File: src/rtl/dbio_pkg.sv
package dbio_pkg;
   localparam int REG_AW = 4;

   typedef enum logic [REG_AW-1:0] {
      RG_DIR    = 4'd0,
      RG_DOUT   = 4'd1,
      RG_DIN    = 4'd2,
      RG_DBEN   = 4'd3,
      RG_DBTIME = 4'd4,
      RG_RISE   = 4'd5,
      RG_FALL   = 4'd6,
      RG_PEND   = 4'd7,
      RG_CTRL   = 4'd8
   } reg_sel_e;
endpackage

File: src/rtl/dbio_sync.sv
module dbio_sync #(
   parameter int LINES  = 16,
   parameter int STAGES = 2
) (
   input  logic             clk,
   input  logic             rst_n,
   input  logic [LINES-1:0] raw_i,
   output logic [LINES-1:0] sync_o
);
   generate
      if (STAGES < 2) begin : g_bad_stages
         $error("dbio_sync: STAGES must be at least 2");
      end
   endgenerate

   logic [LINES-1:0] chain_q [STAGES];

   always_ff @(posedge clk or negedge rst_n) begin
      if (!rst_n) begin
         for (int s = 0; s < STAGES; s++) chain_q[s] <= '0;
      end else begin
         chain_q[0] <= raw_i;
         for (int s = 1; s < STAGES; s++) chain_q[s] <= chain_q[s-1];
      end
   end

   assign sync_o = chain_q[STAGES-1];
endmodule

File: src/rtl/dbio_filter.sv
module dbio_filter #(
   parameter int TIME_W = 16
) (
   input  logic              clk,
   input  logic              rst_n,
   input  logic              en_i,
   input  logic [TIME_W-1:0] limit_i,
   input  logic              sync_i,
   output logic              filt_o
);
   logic [TIME_W-1:0] cnt_q;
   logic              filt_q;

   always_ff @(posedge clk or negedge rst_n) begin
      if (!rst_n) begin
         cnt_q  <= '0;
         filt_q <= 1'b0;
      end else if (!en_i) begin
         filt_q <= sync_i;
         cnt_q  <= '0;
      end else if (sync_i == filt_q) begin
         cnt_q <= '0;
      end else if (cnt_q >= limit_i) begin
         filt_q <= sync_i;
         cnt_q  <= '0;
      end else begin
         cnt_q <= cnt_q + 1'b1;
      end
   end

   assign filt_o = filt_q;


   accept_after_limit_chk: assert property (@(posedge clk) disable iff (!rst_n)
      ($past(en_i) && !$stable(filt_q)) |-> ($past(cnt_q) >= $past(limit_i)));


   bypass_follow_chk: assert property (@(posedge clk) disable iff (!rst_n)
      !$past(en_i) |-> (filt_q == $past(sync_i)));
endmodule

File: src/rtl/dbio_edge.sv
module dbio_edge #(
   parameter int LINES = 16
) (
   input  logic             clk,
   input  logic             rst_n,
   input  logic [LINES-1:0] filt_i,
   input  logic [LINES-1:0] rise_en_i,
   input  logic [LINES-1:0] fall_en_i,
   input  logic [LINES-1:0] clr_i,
   input  logic             mie_i,
   output logic [LINES-1:0] pend_o,
   output logic             irq_o
);
   logic [LINES-1:0] prev_q;
   logic [LINES-1:0] pend_q;
   logic [LINES-1:0] hit;

   assign hit = (rise_en_i & filt_i & ~prev_q) | (fall_en_i & ~filt_i & prev_q);

   always_ff @(posedge clk or negedge rst_n) begin
      if (!rst_n) begin
         prev_q <= '0;
         pend_q <= '0;
      end else begin
         prev_q <= filt_i;
         pend_q <= (pend_q & ~clr_i) | hit;
      end
   end

   assign pend_o = pend_q;
   assign irq_o  = mie_i & (|pend_q);


   w1c_clears_chk: assert property (@(posedge clk) disable iff (!rst_n)
      (|(clr_i & ~hit)) |=> ((pend_q & $past(clr_i & ~hit)) == '0));


   pend_needs_edge_chk: assert property (@(posedge clk) disable iff (!rst_n)
      ((pend_q & ~$past(pend_q) & ~$past(hit)) == '0));
endmodule

File: src/rtl/dio_debounce_irq.sv
module dio_debounce_irq
   import dbio_pkg::*;
#(
   parameter int LINES  = 16,
   parameter int DATA_W = 16,
   parameter int TIME_W = 16,
   parameter int SYNC_STAGES = 2
) (
   input  logic              clk,
   input  logic              rst_n,
   input  logic [LINES-1:0]  pin_in,
   output logic [LINES-1:0]  pin_out,
   output logic [LINES-1:0]  pin_oe,
   input  logic              reg_wr,
   input  logic [REG_AW-1:0] reg_addr,
   input  logic [DATA_W-1:0] reg_wdata,
   output logic [DATA_W-1:0] reg_rdata,
   output logic              irq
);
   generate
      if (LINES < 1 || LINES > DATA_W) begin : g_bad_lines
         $error("dio_debounce_irq: LINES must be within 1..DATA_W");
      end
      if (TIME_W < 1 || TIME_W > DATA_W) begin : g_bad_time
         $error("dio_debounce_irq: TIME_W must be within 1..DATA_W");
      end
   endgenerate

   reg_sel_e sel;
   assign sel = reg_sel_e'(reg_addr);

   logic [LINES-1:0]  dir_q, dout_q, dben_q, rise_q, fall_q;
   logic [TIME_W-1:0] dbtime_q;
   logic              mie_q;
   logic [LINES-1:0]  sync_v, filt_v, pend_v, clr_v;

   always_ff @(posedge clk or negedge rst_n) begin
      if (!rst_n) begin
         dir_q    <= '0;
         dout_q   <= '0;
         dben_q   <= '0;
         rise_q   <= '0;
         fall_q   <= '0;
         dbtime_q <= '0;
         mie_q    <= 1'b0;
      end else if (reg_wr) begin
         case (sel)
            RG_DIR:    dir_q    <= reg_wdata[LINES-1:0];
            RG_DOUT:   dout_q   <= reg_wdata[LINES-1:0];
            RG_DBEN:   dben_q   <= reg_wdata[LINES-1:0];
            RG_DBTIME: dbtime_q <= reg_wdata[TIME_W-1:0];
            RG_RISE:   rise_q   <= reg_wdata[LINES-1:0];
            RG_FALL:   fall_q   <= reg_wdata[LINES-1:0];
            RG_CTRL:   mie_q    <= reg_wdata[0];
            default:   ;
         endcase
      end
   end

   assign clr_v   = (reg_wr && sel == RG_PEND) ? reg_wdata[LINES-1:0] : '0;
   assign pin_oe  = dir_q;
   assign pin_out = dout_q;

   dbio_sync #(.LINES(LINES), .STAGES(SYNC_STAGES)) u_sync (
      .clk    (clk),
      .rst_n  (rst_n),
      .raw_i  (pin_in),
      .sync_o (sync_v)
   );

   generate
      for (genvar i = 0; i < LINES; i++) begin : g_line
         dbio_filter #(.TIME_W(TIME_W)) u_filt (
            .clk     (clk),
            .rst_n   (rst_n),
            .en_i    (dben_q[i]),
            .limit_i (dbtime_q),
            .sync_i  (sync_v[i]),
            .filt_o  (filt_v[i])
         );
      end
   endgenerate

   dbio_edge #(.LINES(LINES)) u_edge (
      .clk       (clk),
      .rst_n     (rst_n),
      .filt_i    (filt_v),
      .rise_en_i (rise_q),
      .fall_en_i (fall_q),
      .clr_i     (clr_v),
      .mie_i     (mie_q),
      .pend_o    (pend_v),
      .irq_o     (irq)
   );

   always_comb begin
      reg_rdata = '0;
      case (sel)
         RG_DIR:    reg_rdata[LINES-1:0]  = dir_q;
         RG_DOUT:   reg_rdata[LINES-1:0]  = dout_q;
         RG_DIN:    reg_rdata[LINES-1:0]  = filt_v;
         RG_DBEN:   reg_rdata[LINES-1:0]  = dben_q;
         RG_DBTIME: reg_rdata[TIME_W-1:0] = dbtime_q;
         RG_RISE:   reg_rdata[LINES-1:0]  = rise_q;
         RG_FALL:   reg_rdata[LINES-1:0]  = fall_q;
         RG_PEND:   reg_rdata[LINES-1:0]  = pend_v;
         RG_CTRL:   reg_rdata[0]          = mie_q;
         default:   reg_rdata = '0;
      endcase
   end


   dir_write_chk: assert property (@(posedge clk) disable iff (!rst_n)
      $past(reg_wr && reg_addr == RG_DIR) |-> (pin_oe == $past(reg_wdata[LINES-1:0])));


   irq_gate_chk: assert property (@(posedge clk) disable iff (!rst_n)
      irq |-> mie_q);
endmodule

File: config.mk
export PLATFORM = sky130hd
export DESIGN_NAME = dio_debounce_irq
export DESIGN_NICKNAME = d
export VERILOG_FILES = /design/src/rtl/dbio_pkg.sv /design/src/rtl/dbio_sync.sv /design/src/rtl/dbio_filter.sv /design/src/rtl/dbio_edge.sv /design/src/rtl/dio_debounce_irq.sv
export SDC_FILE = /design/constraint.sdc
export NUM_CORES = 1
export LEC_CHECK = 0
export ABC_AREA = 1
export BUFFER_PORTS_ARGS = -buffer_cell sky130_fd_sc_hd__buf_2
export CORE_ASPECT_RATIO = 1.5
export CORE_MARGIN = 2
export CORE_UTILIZATION = 55
export CTS_BUF_LIST = sky130_fd_sc_hd__clkbuf_2
export DETAILED_ROUTE_END_ITERATION = 10
export MAX_ROUTING_LAYER = met4
export PLACE_DENSITY_LB_ADDON = 0.08
export SLEW_MARGIN = 5
export SYNTH_ARGS = -nofsm -noshare
export SYNTH_HDL_FRONTEND = slang
export SYNTH_HIERARCHICAL = 1
export SYNTH_SLANG_ARGS = --single-unit
File: constraint.sdc
create_clock -name clk -period 3.75 [get_ports clk]
set_clock_uncertainty 0.1 [all_clocks]
set_input_delay 0.375 -clock clk [delete_from_list [all_inputs] [get_ports clk]]
set_output_delay 0.375 -clock clk [all_outputs]
set_load 0.005 [all_outputs]
==> impl_metrics.py <==
metrics = {
    "run_status": {
        "status": "finished clean",
    },
    "clocking": {
        "cts_tree": "yes",
        "htreeDepth": 3,
        "clock_latency_ns": 1.14,
        "clk_path_buf_depth": 3,
        "cts.sinks": 433,
        "cts-root-buf": "clkbuf_2",
        "cts_buffers": 108,
        "clkSlewWorstSetupHoldPaths_ns": 0.12,
    },
    "synth": {
        "syn-instance-count": 3461,
        "synthFlopType": "dfrtp_1",
        "netlist_area_mm2": 0.0285,
        "synth_area_leaders": "dfrtp_1 38%, ha_1 12%, nand2_1 11%",
        "yosysMostFrequentCell": "nand2_1",
        "synth_nets": 3772,
        "synth_seq_cells": 433,
        "yosysSeqAreaShare_pct": 38.0,
        "synth-async-reset-ratio_pct": 100,
        "ys_top_cells_by_count": "809 x nand2_1, 468 x inv_1, 433 x dfrtp_1",
        "yosysWarnings": 6,
        "synth-edff-count": 0,
        "synth_top_area_cell": "dfrtp_1",
        "synth_cell_types": 34,
        "synth.avg_cell_area_um2": 8.25,
        "netlist.area_leader.share_pct": 38.0,
    },
    "timing": {
        "grt_setup_unrepaired": "no",
        "period_share_pct": 84.4,
        "fin_setup_tns_ns": 0,
        "setup_ws_ns": 0.587,
        "clock.fmax_ghz": 0.316,
        "tightest_slew_ns": 1.04,
        "slew-limit-headroom_pct": 30.8,
        "min_period_ns": 3.16,
        "drv_slew": 0,
        "setup-violations-final": 0,
        "timing.final.hold_violations": 0,
    },
    "detailed_routing": {
        "drt-initial-drc-count": 1320,
        "ant_nets": 0,
        "routed_wirelength_um": 75800,
        "drc_errors": 0,
        "drt_first_pass_iters": 6,
        "vias": 23300,
        "drt-wirelength-per-cell_um": 17.1,
        "viasPerCell": 5.25,
    },
    "worst_setup_path": {
        "crit_path_end": "reg_rdata[12]",
        "cpMaxStageDelayCell": "dlygate4sd3_1",
        "reg2reg_to": "g_line[3].u_filt/cnt_q[2]",
        "start_kind": "input port",
        "r2r_start": "dbtime_q[9]",
        "r2r_cells": 7,
        "path_class": "in -> out",
        "crit_fanout": 16,
        "cp.required_ns": 3.27,
        "crit_start": "reg_addr[1]",
        "cp-end-kind": "output port",
        "path_common_cell": "nand2_1",
        "path_cells": "dlygate4sd3_1 -> buf_2 -> nor2_2 -> inv_1 -> nor2_4 -> nand2_1 -> nand2_1 -> nor2_1 -> nand2_1 -> buf_2",
        "max_stage_delay_ns": 0.53,
        "regToRegSetupSlack_ns": 1.04,
        "critPathArrivalTime_ns": 2.69,
    },
    "power_and_ir_drop": {
        "vdd_drop_max_v": 0.000260,
        "leakagePower_nw": 15.2,
        "p_per_area_mw_per_mm2": 385,
    },
    "cells_and_area": {
        "fin_area_mm2": 0.0312,
        "nets": 3987,
        "areaGrowthSynthToFinish_pct": 9.38,
        "drive_gt1_share_pct": 18.0,
    },
    "placed_design": {
        "place_area_mm2": 0.0295,
        "gp_congestion": 0.889,
        "dp_hpwl_um": 50600,
        "io_buffer_count": 87,
        "pre_cts_ws_ns": 1.14,
    },
    "grt": {
        "grt_pass1_wl_um": 121000,
        "grt_max_degree": 81,
        "grt_busiest_layer": "met2",
        "grtUsageMet1_pct": 33.8,
        "gr-total-overflow": 0,
        "use_met2_pct": 49.6,
        "grt_pass1_vias": 23400,
        "grtUsageTotal_pct": 29.6,
        "grt.met3_usage_pct": 5.43,
        "antenna_found_initial": 3,
    },
    "floorplanning": {
        "start_util_pct": 55.5,
        "fp-row-count": 102,
        "die_width_um": 190,
        "die_y_um": 283,
        "core_area_mm2": 0.0514,
        "pin_count": 88,
        "die_area_mm2": 0.0538,
    },
    "flow_run": {
        "maxCapViolations": 0,
    },
    "hold_path": {
        "min_path_type": "in -> reg",
    },
}
## cell usage in the layout (no fill, tap or decap), drive strengths merged, types with 32 or more instances in the layout
cell type,instances
inv,475
dlygate4sd3,70
xnor2,32
dfrtp,433
a21oi,97
nand4,34
o21ai,129
clkbuf,149
nor2,547
clkinv,45
nand2,863
xor2,192
nor3,64
buf,105
ha,272
nand3,190
## worst max-delay path: cells and delay by family
family                 cells  cell delay [ns]
buffers and inverters      4             0.99
and+or+nand+nor            6             1.32
## cell families after synthesis
kind of cell,Yosys count,share of synthesized area [%]
and+or+nand+nor,1715,28.6
buffers and inverters,543,8.20
DFF,433,38.0
AOI/OAI and AO/OA,274,6.50
adders and majority gates,272,11.9
xor gates and xnor gates,224,6.87
## sequential cells by signal (all words and copies together), names as in the netlist
name                  cells
g_line.u_filt/filt_o     16
u_edge/prev_q            16
pin_oe                   16
fall_q                   16
rise_q                   16
pin_out                  16
g_line.u_filt/cnt_q     256
mie_q                     1
u_sync/chain_q           16
u_edge/pend_o            16
dbtime_q                 16
dben_q                   16
u_sync/sync_o            16
## what timing repair did
action | CTS | global route
buffers inserted | 0 | 0
hold buffers | 71 | 0
gates resized for setup | 0 | 0
hold endpoints to repair | 562 | 0
## cell type report
cell class	instances	area, µm²
fillers	4645	20200
multi-input cells	2485	15400
flip-flops and latches	433	10800
inverters	473	1780
repair buffers	175	1380
well taps	676	846
clock buffers	149	746
clock inverters	49	248
diodes	3	7.51
## metal layers
metal | vias to the layer above | part of all wire, %
li1 | 11400 | -
met1 | 11100 | 40
met2 | 660 | 50
met3 | 189 | 5.9
met4 | 0 | 4.9
met5 | - | 0
## worst min path at each step
stage	from	to	slack [ns]	cells past startpoint
floorplan	rst_n	dben_q[0]	-0.02	0
global placement	u_sync/chain_q[31]	u_sync/sync_o[15]	0.23	0
detailed placement	u_sync/chain_q[18]	u_sync/sync_o[2]	0.24	0
CTS	reg_wdata[2]	dben_q[2]	0.002	4
global route	reg_wdata[2]	pin_out[2]	0.11	4
finish	reg_wdata[5]	pin_out[5]	0.13	4
## through the flow
stage	cells	total power [W]	hold slack, ns	utilization, %
2_1_floorplan	3461	0.00758	-0.0206	-
5_1_grt	4443	0.0128	0.106	60.7
6_report	4443	0.0120	0.127	60.7
4_1_cts	4440	0.0121	0.00192	60.7
3_5_place_dp	4171	0.00877	0.236	57.3
3_3_place_gp	4171	0.00860	0.232	57.3
## where the power goes
part / total, W / internal, W / switching, W
logic: 0.00292 / 0.00107 / 0.00185
clock network: 0.00326 / 0.00123 / 0.00203
registers: 0.00584 / 0.00504 / 0.000804
(Power assumes the default switching activity.)
